[config.mk]
export PLATFORM = sky130hd
export DESIGN_NAME = prog_sequencer
export DESIGN_NICKNAME = d
export VERILOG_FILES = /design/src/rtl/seq_pkg.sv /design/src/rtl/seq_pcgen.sv /design/src/rtl/seq_pipe.sv /design/src/rtl/seq_auxregs.sv /design/src/rtl/prog_sequencer.sv
export SDC_FILE = /design/constraint.sdc
export NUM_CORES = 1
export LEC_CHECK = 0
export ABC_AREA = 1
export BUFFER_PORTS_ARGS = -buffer_cell sky130_fd_sc_hd__buf_4
export CAP_MARGIN = 20
export CORE_ASPECT_RATIO = 0.5
export CORE_MARGIN = 5
export CORE_UTILIZATION = 40
export CTS_BUF_LIST = sky130_fd_sc_hd__clkbuf_4
export DETAILED_ROUTE_END_ITERATION = 7
export PLACE_DENSITY = 0.68
export SKIP_LAST_GASP = 1
export SYNTH_ARGS = -nofsm -noshare
export SYNTH_HDL_FRONTEND = slang
export SYNTH_HIERARCHICAL = 1
export SYNTH_SLANG_ARGS = --single-unit
[constraint.sdc]
create_clock -name clk -period 4.37 [get_ports clk]
set_input_delay 0.2185 -clock clk [delete_from_list [all_inputs] [get_ports clk]]
set_output_delay 0.2185 -clock clk [all_outputs]
set_load 0.05 [all_outputs]
[src/rtl/seq_pkg.sv]
package seq_pkg;
  typedef enum logic [1:0] {
    NPC_SEQ,
    NPC_BRANCH,
    NPC_LOOP,
    NPC_HOLD
  } npc_sel_e;
endpackage

[src/rtl/seq_pcgen.sv]
module seq_pcgen
  import seq_pkg::*;
#(
  parameter int ADDR_W = 24,
  parameter int CNT_W = 16,
  parameter logic [ADDR_W-1:0] RESET_VEC = '0
) (
  input  logic              clk,
  input  logic              rst_n,
  input  logic              adv,
  input  logic              redirect,
  input  logic [ADDR_W-1:0] target,
  input  logic              rpt_load,
  input  logic [ADDR_W-1:0] rpt_start,
  input  logic [ADDR_W-1:0] rpt_end,
  input  logic [CNT_W-1:0]  rpt_count,
  output logic [ADDR_W-1:0] pc_o
);
  logic [ADDR_W-1:0] pc_q, rs_q, re_q;
  logic [CNT_W-1:0]  rc_q;
  logic              rpt_on_q;
  logic              at_end;
  npc_sel_e          sel;

  assign at_end = rpt_on_q && (pc_q == re_q);

  always_comb begin
    if (!adv)                          sel = NPC_HOLD;
    else if (redirect)                 sel = NPC_BRANCH;
    else if (at_end && (rc_q != '0))   sel = NPC_LOOP;
    else                               sel = NPC_SEQ;
  end

  always_ff @(posedge clk or negedge rst_n) begin
    if (!rst_n) pc_q <= RESET_VEC;
    else begin
      unique case (sel)
        NPC_BRANCH: pc_q <= target;
        NPC_LOOP:   pc_q <= rs_q;
        NPC_SEQ:    pc_q <= pc_q + ADDR_W'(1);
        default:    pc_q <= pc_q;
      endcase
    end
  end

  // repeat context: load from execute, count down at fetch-side end match
  always_ff @(posedge clk or negedge rst_n) begin
    if (!rst_n) begin
      rs_q <= '0; re_q <= '0; rc_q <= '0; rpt_on_q <= 1'b0;
    end else if (adv) begin
      if (rpt_load) begin
        rs_q <= rpt_start; re_q <= rpt_end; rc_q <= rpt_count; rpt_on_q <= 1'b1;
      end else if (at_end && !redirect) begin
        if (rc_q != '0) rc_q <= rc_q - CNT_W'(1);
        else            rpt_on_q <= 1'b0;
      end
    end
  end

  assign pc_o = pc_q;
endmodule

[src/rtl/seq_pipe.sv]
module seq_pipe #(
  parameter int ADDR_W = 24,
  parameter int INSTR_W = 32,
  parameter int NSTAGE = 3
) (
  input  logic               clk,
  input  logic               rst_n,
  input  logic               adv,
  input  logic               squash,
  input  logic [ADDR_W-1:0]  f_pc,
  input  logic [INSTR_W-1:0] f_instr,
  output logic               ex_valid,
  output logic [ADDR_W-1:0]  ex_pc,
  output logic [INSTR_W-1:0] ex_instr
);
  logic               v_q  [NSTAGE];
  logic [ADDR_W-1:0]  pc_q [NSTAGE];
  logic [INSTR_W-1:0] in_q [NSTAGE];

  for (genvar s = 0; s < NSTAGE; s++) begin : g_stage
    logic               src_v;
    logic [ADDR_W-1:0]  src_pc;
    logic [INSTR_W-1:0] src_in;
    if (s == 0) begin : g_head
      assign src_v = 1'b1;
      assign src_pc = f_pc;
      assign src_in = f_instr;
    end else begin : g_body
      assign src_v = v_q[s-1];
      assign src_pc = pc_q[s-1];
      assign src_in = in_q[s-1];
    end
    always_ff @(posedge clk or negedge rst_n) begin
      if (!rst_n) begin
        v_q[s] <= 1'b0; pc_q[s] <= '0; in_q[s] <= '0;
      end else if (adv) begin
        v_q[s]  <= src_v && !squash;
        pc_q[s] <= src_pc;
        in_q[s] <= src_in;
      end
    end
  end

  assign ex_valid = v_q[NSTAGE-1];
  assign ex_pc    = pc_q[NSTAGE-1];
  assign ex_instr = in_q[NSTAGE-1];
endmodule

[src/rtl/seq_auxregs.sv]
module seq_auxregs #(
  parameter int NUM_AR = 8,
  parameter int AR_W = 24,
  parameter int SEL_W = 3
) (
  input  logic             clk,
  input  logic             rst_n,
  input  logic             wr_en,
  input  logic [SEL_W-1:0] wr_sel,
  input  logic [AR_W-1:0]  wr_data,
  input  logic             dec_en,
  input  logic [SEL_W-1:0] dec_sel,
  output logic             dec_nz
);
  logic [AR_W-1:0] ar_q [NUM_AR];
  logic [AR_W-1:0] dec_val;

  assign dec_val = ar_q[dec_sel] - AR_W'(1);
  assign dec_nz  = (dec_val != '0);

  for (genvar r = 0; r < NUM_AR; r++) begin : g_ar
    always_ff @(posedge clk or negedge rst_n) begin
      if (!rst_n) ar_q[r] <= '0;
      else if (wr_en && (wr_sel == SEL_W'(r))) ar_q[r] <= wr_data;
      else if (dec_en && (dec_sel == SEL_W'(r))) ar_q[r] <= dec_val;
    end
  end
endmodule

[src/rtl/prog_sequencer.sv]
module prog_sequencer #(
  parameter int ADDR_W = 24,
  parameter int INSTR_W = 32,
  parameter int NUM_AR = 8,
  parameter int AR_W = 24,
  parameter int CNT_W = 16,
  parameter logic [ADDR_W-1:0] RESET_VEC = 24'h000010,
  localparam int SEL_W = $clog2(NUM_AR)
) (
  input  logic               clk,
  input  logic               rst_n,
  input  logic               stall,
  output logic [ADDR_W-1:0]  imem_addr,
  input  logic [INSTR_W-1:0] imem_data,
  input  logic               br_req,
  input  logic               br_delayed,
  input  logic               br_cond,
  input  logic [ADDR_W-1:0]  br_target,
  input  logic               dbnz_req,
  input  logic [SEL_W-1:0]   dbnz_sel,
  input  logic               ar_wr_en,
  input  logic [SEL_W-1:0]   ar_wr_sel,
  input  logic [AR_W-1:0]    ar_wr_data,
  input  logic               rpt_req,
  input  logic [ADDR_W-1:0]  rpt_start,
  input  logic [ADDR_W-1:0]  rpt_end,
  input  logic [CNT_W-1:0]   rpt_count,
  output logic               ex_valid,
  output logic [ADDR_W-1:0]  ex_pc,
  output logic [INSTR_W-1:0] ex_instr
);
  logic adv, ex_live, take_br, take_loop, redirect, squash, loop_nz, rpt_load;

  assign adv       = !stall;
  assign ex_live   = adv && ex_valid;
  assign take_br   = ex_live && br_req && br_cond;
  assign take_loop = ex_live && dbnz_req && loop_nz;
  assign redirect  = take_br || take_loop;
  assign squash    = take_br && !br_delayed;
  assign rpt_load  = ex_live && rpt_req;

  seq_pcgen #(.ADDR_W(ADDR_W), .CNT_W(CNT_W), .RESET_VEC(RESET_VEC)) u_pcgen (
    .clk(clk), .rst_n(rst_n), .adv(adv), .redirect(redirect), .target(br_target),
    .rpt_load(rpt_load), .rpt_start(rpt_start), .rpt_end(rpt_end),
    .rpt_count(rpt_count), .pc_o(imem_addr)
  );

  seq_pipe #(.ADDR_W(ADDR_W), .INSTR_W(INSTR_W), .NSTAGE(3)) u_pipe (
    .clk(clk), .rst_n(rst_n), .adv(adv), .squash(squash),
    .f_pc(imem_addr), .f_instr(imem_data),
    .ex_valid(ex_valid), .ex_pc(ex_pc), .ex_instr(ex_instr)
  );

  seq_auxregs #(.NUM_AR(NUM_AR), .AR_W(AR_W), .SEL_W(SEL_W)) u_aux (
    .clk(clk), .rst_n(rst_n), .wr_en(ar_wr_en), .wr_sel(ar_wr_sel),
    .wr_data(ar_wr_data), .dec_en(ex_live && dbnz_req), .dec_sel(dbnz_sel),
    .dec_nz(loop_nz)
  );
endmodule

==> flow_summary.toml <==
[outcome]
status = "completed"

[synthesis]
avgSynthCellArea_um2 = 7.70
ys_types = 45
ys_warn_count = 6
synth-seq-area-share = 0.487
synthCells = 3018
synth_seq_cells = 452
netlist_area_mm2 = 0.0232
synth_fp_nets = 3181

[global_routing]
grt_use_total = 0.242
grt_pass1_vias = 22500
antenna_found_initial = 1
grt_overflow_total = 0
grt_max_degree = 115
grt_pass1_wl_mm = 123

[job]
maxCapViolCount = 0

[routing]
drc = 0
wl_per_cell_um = 18.1
wirelength_mm = 78.1
vias_per_cell = 5.30
drtIter0Drc = 2210
vias = 22800
drt-pass1-iter-count = 6
drt.antenna.violating_nets = 0

[worst_setup_path]
required_ns = 5.18
crit_arrival_ns = 4.93
crit_fanout = 9
crit_top_cell = "nand2_1"
start_kind = "flip-flop"
slowest_stage = "dlygate4sd3_1"
end_kind = "flip-flop"
worstSetupPathType = "reg2reg"
slowest_delay_ns = 0.53

[clock_network]
clock-root-buffer = "clkbuf_4"
clkTransAtPathRegs_ns = 0.08
cts_sinks = 452
cts.htree.levels = 3
tritoncts = "built"
clk_latency_ns = 0.86
cts.path.max_buffers = 3
numCtsBuffers = 110

[pwr]
comb_power_share = 0.279
power_density_mw_per_mm2 = 429
p_clk_frac = 0.274
power.switching_uw = 4500
ir_drop_mv = 0.229
intPower_uw = 7940
netSwitchingFraction = 0.362
power.leakage_uw = 0.0149
seqPwrFrac = 0.447

[placed_design]
gp_congestion = 0.959
placed_cell_area_mm2 = 0.0258
dp_hpwl_mm = 49.0
io_buffers = 239

[cells_and_area]
area_growth_pct = 24.9
final_cell_mix = "nand2_1, dfrtp_1, buf_4"
fin_nets = 3629
layout_commonest_cell = "nand2_1"
drive_above_1_share = 0.178
stdcell_area_mm2 = 0.0290

[sta]
maxSlewViolCount = 0
relSlewSlack = 0.252
hold_violations = 0
hold_ws_ns = 0.0582
min_period_ns = 4.12
setup_viol = 0
tightestPinTransition_ns = 1.12
fin_crit_sh = 0.943
fmax_ghz = 0.243
rsz0062_at_grt = "false"
fin_skew_ns = 0.0420
fin_setup_tns_ns = 0

[floorplanning]
start_util = 0.405
dieArea_mm2 = 0.0633
die_w_um = 351
core_mm2 = 0.0574
dieHeight_um = 180
rows = 62
io_pins = 240

[worst_hold_path]
hold_class = "in2async"
[cells by family after synthesis]
family,after synthesis,synth area share
simple gates,1785,0.310
flops,452,0.487
buf+inv,402,0.0768
compound gates,328,0.102
mux,24,0.0116
xor+xnor,23,0.0106
fa+ha+maj,4,0.00215
[path summary, 6_finish.rpt]
path / start / end / slack, ns / depth (start not counted)
max: u_aux/ar_q[50]$_DFFE_PN0P_ / u_pcgen/pc_o[21]$_DFFE_PN0P_ / 0.25 / 31
min: rst_n / u_aux/ar_q[117]$_DFFE_PN0P_ / 0.06 / 3
min in group clk: rpt_req / u_pcgen/rc_q[4]$_DFFE_PN0P_ / 0.10 / 8
max in group asynchronous: rst_n / u_pcgen/re_q[22]$_DFFE_PN0P_ / 3.77 / 3
max reg2reg: u_aux/ar_q[50]$_DFFE_PN0P_ / u_pcgen/pc_o[21]$_DFFE_PN0P_ / 0.25 / 31
min reg2reg: u_pipe/g_stage[2].src_in[10]$_DFFE_PN0P_ / u_pipe/ex_instr[10]$_DFFE_PN0P_ / 0.45 / 2
[per-stage QoR]
step	worst slack (ns)	power, uW	utilization	std cells
finish	0.248	12400	0.506	4304
global route	0.0172	13200	0.506	4304
CTS	0.0120	12400	0.502	4293
detailed placement	-0.0168	8840	0.449	3938
global placement	0.0718	8760	0.449	3938
floorplan	0.921	7770	-	3018
[sequential cells by signal, indices dropped and copies added (netlist names), 2 cells and up]
signal	count
u_aux/ar_q	192
u_pcgen/pc_o	24
u_pcgen/rc_q	16
u_pcgen/re_q	24
u_pcgen/rs_q	24
u_pipe/ex_instr	32
u_pipe/ex_pc	24
u_pipe/g_stage.src_in	64
u_pipe/g_stage.src_pc	48
u_pipe/g_stage.src_v	2
[layout make-up]
class / instances / area (um2)
antenna: 1 / 2.50
tap: 768 / 961
fill: 5536 / 28400
timing repair buffer: 486 / 4190
clock buffer: 150 / 1130
multi-input combinational: 2164 / 10300
clock inverter: 31 / 170
inverter: 252 / 956
sequential: 452 / 11300
[power by group through the flow]
| stage | registers, uW | clock network, uW | logic [uW] |
|---|---|---|---|
| CTS | 5550 | 3520 | 3380 |
| global placement | 5600 | 0 | 3160 |
| floorplan | 5810 | 0 | 1960 |
| detailed placement | 5610 | 0 | 3230 |
| global route | 5650 | 3740 | 3860 |
| finish | 5550 | 3410 | 3470 |
[worst max-delay path: cells and delay by family, from the launching register on]
kind / cells / cell delay (ns)
DFF: 1 / 0.40
buffers and inverters: 5 / 0.91
and+or+nand+nor: 26 / 2.76
[per-layer routing]
| metal | up-vias | wire length (um) | track usage |
|---|---|---|---|
| li1 | 10700 | - | - |
| met3 | 243 | 6010 | 0.0485 |
| met1 | 10900 | 31700 | 0.313 |
| met4 | 0 | 3210 | 0.102 |
| met5 | - | 0 | 0 |
| met2 | 1015 | 37200 | 0.399 |
[synthesized netlist by cell type (all sizes together)]
| library cell | count | area [um2] |
|---|---|---|
| o21ai | 46 | 249 |
| nand3 | 152 | 788 |
| nand4 | 38 | 238 |
| xor2 | 19 | 204 |
| buf | 86 | 597 |
| o221ai | 150 | 1310 |
| or2 | 1 | 6.26 |
| a31oi | 5 | 31.3 |
| and2 | 2 | 12.5 |
| a21oi | 67 | 347 |
| o21a | 1 | 7.51 |
| inv | 244 | 918 |
| nor2 | 171 | 747 |
| dfstp | 1 | 26.3 |
| nand3b | 1 | 7.51 |
| xnor2 | 4 | 42.6 |
| o31ai | 1 | 7.51 |
| mux2 | 24 | 270 |
| dfrtp | 451 | 11300 |
| ha | 4 | 50.1 |
| o211ai | 30 | 225 |
| nand2 | 1412 | 5350 |
| o22ai | 14 | 87.6 |
| clkbuf | 64 | 240 |
| nor3 | 8 | 50.1 |
| o21bai | 14 | 105 |
| clkinv | 8 | 30.0 |
[timing repair]
item,in CTS,in global routing
hold buffers,174,0
endpoints found under the hold margin,726,0
setup endpoints to repair,0,15
resized for setup,0,36
buffers inserted,0,10
(Power assumes the default switching activity.)
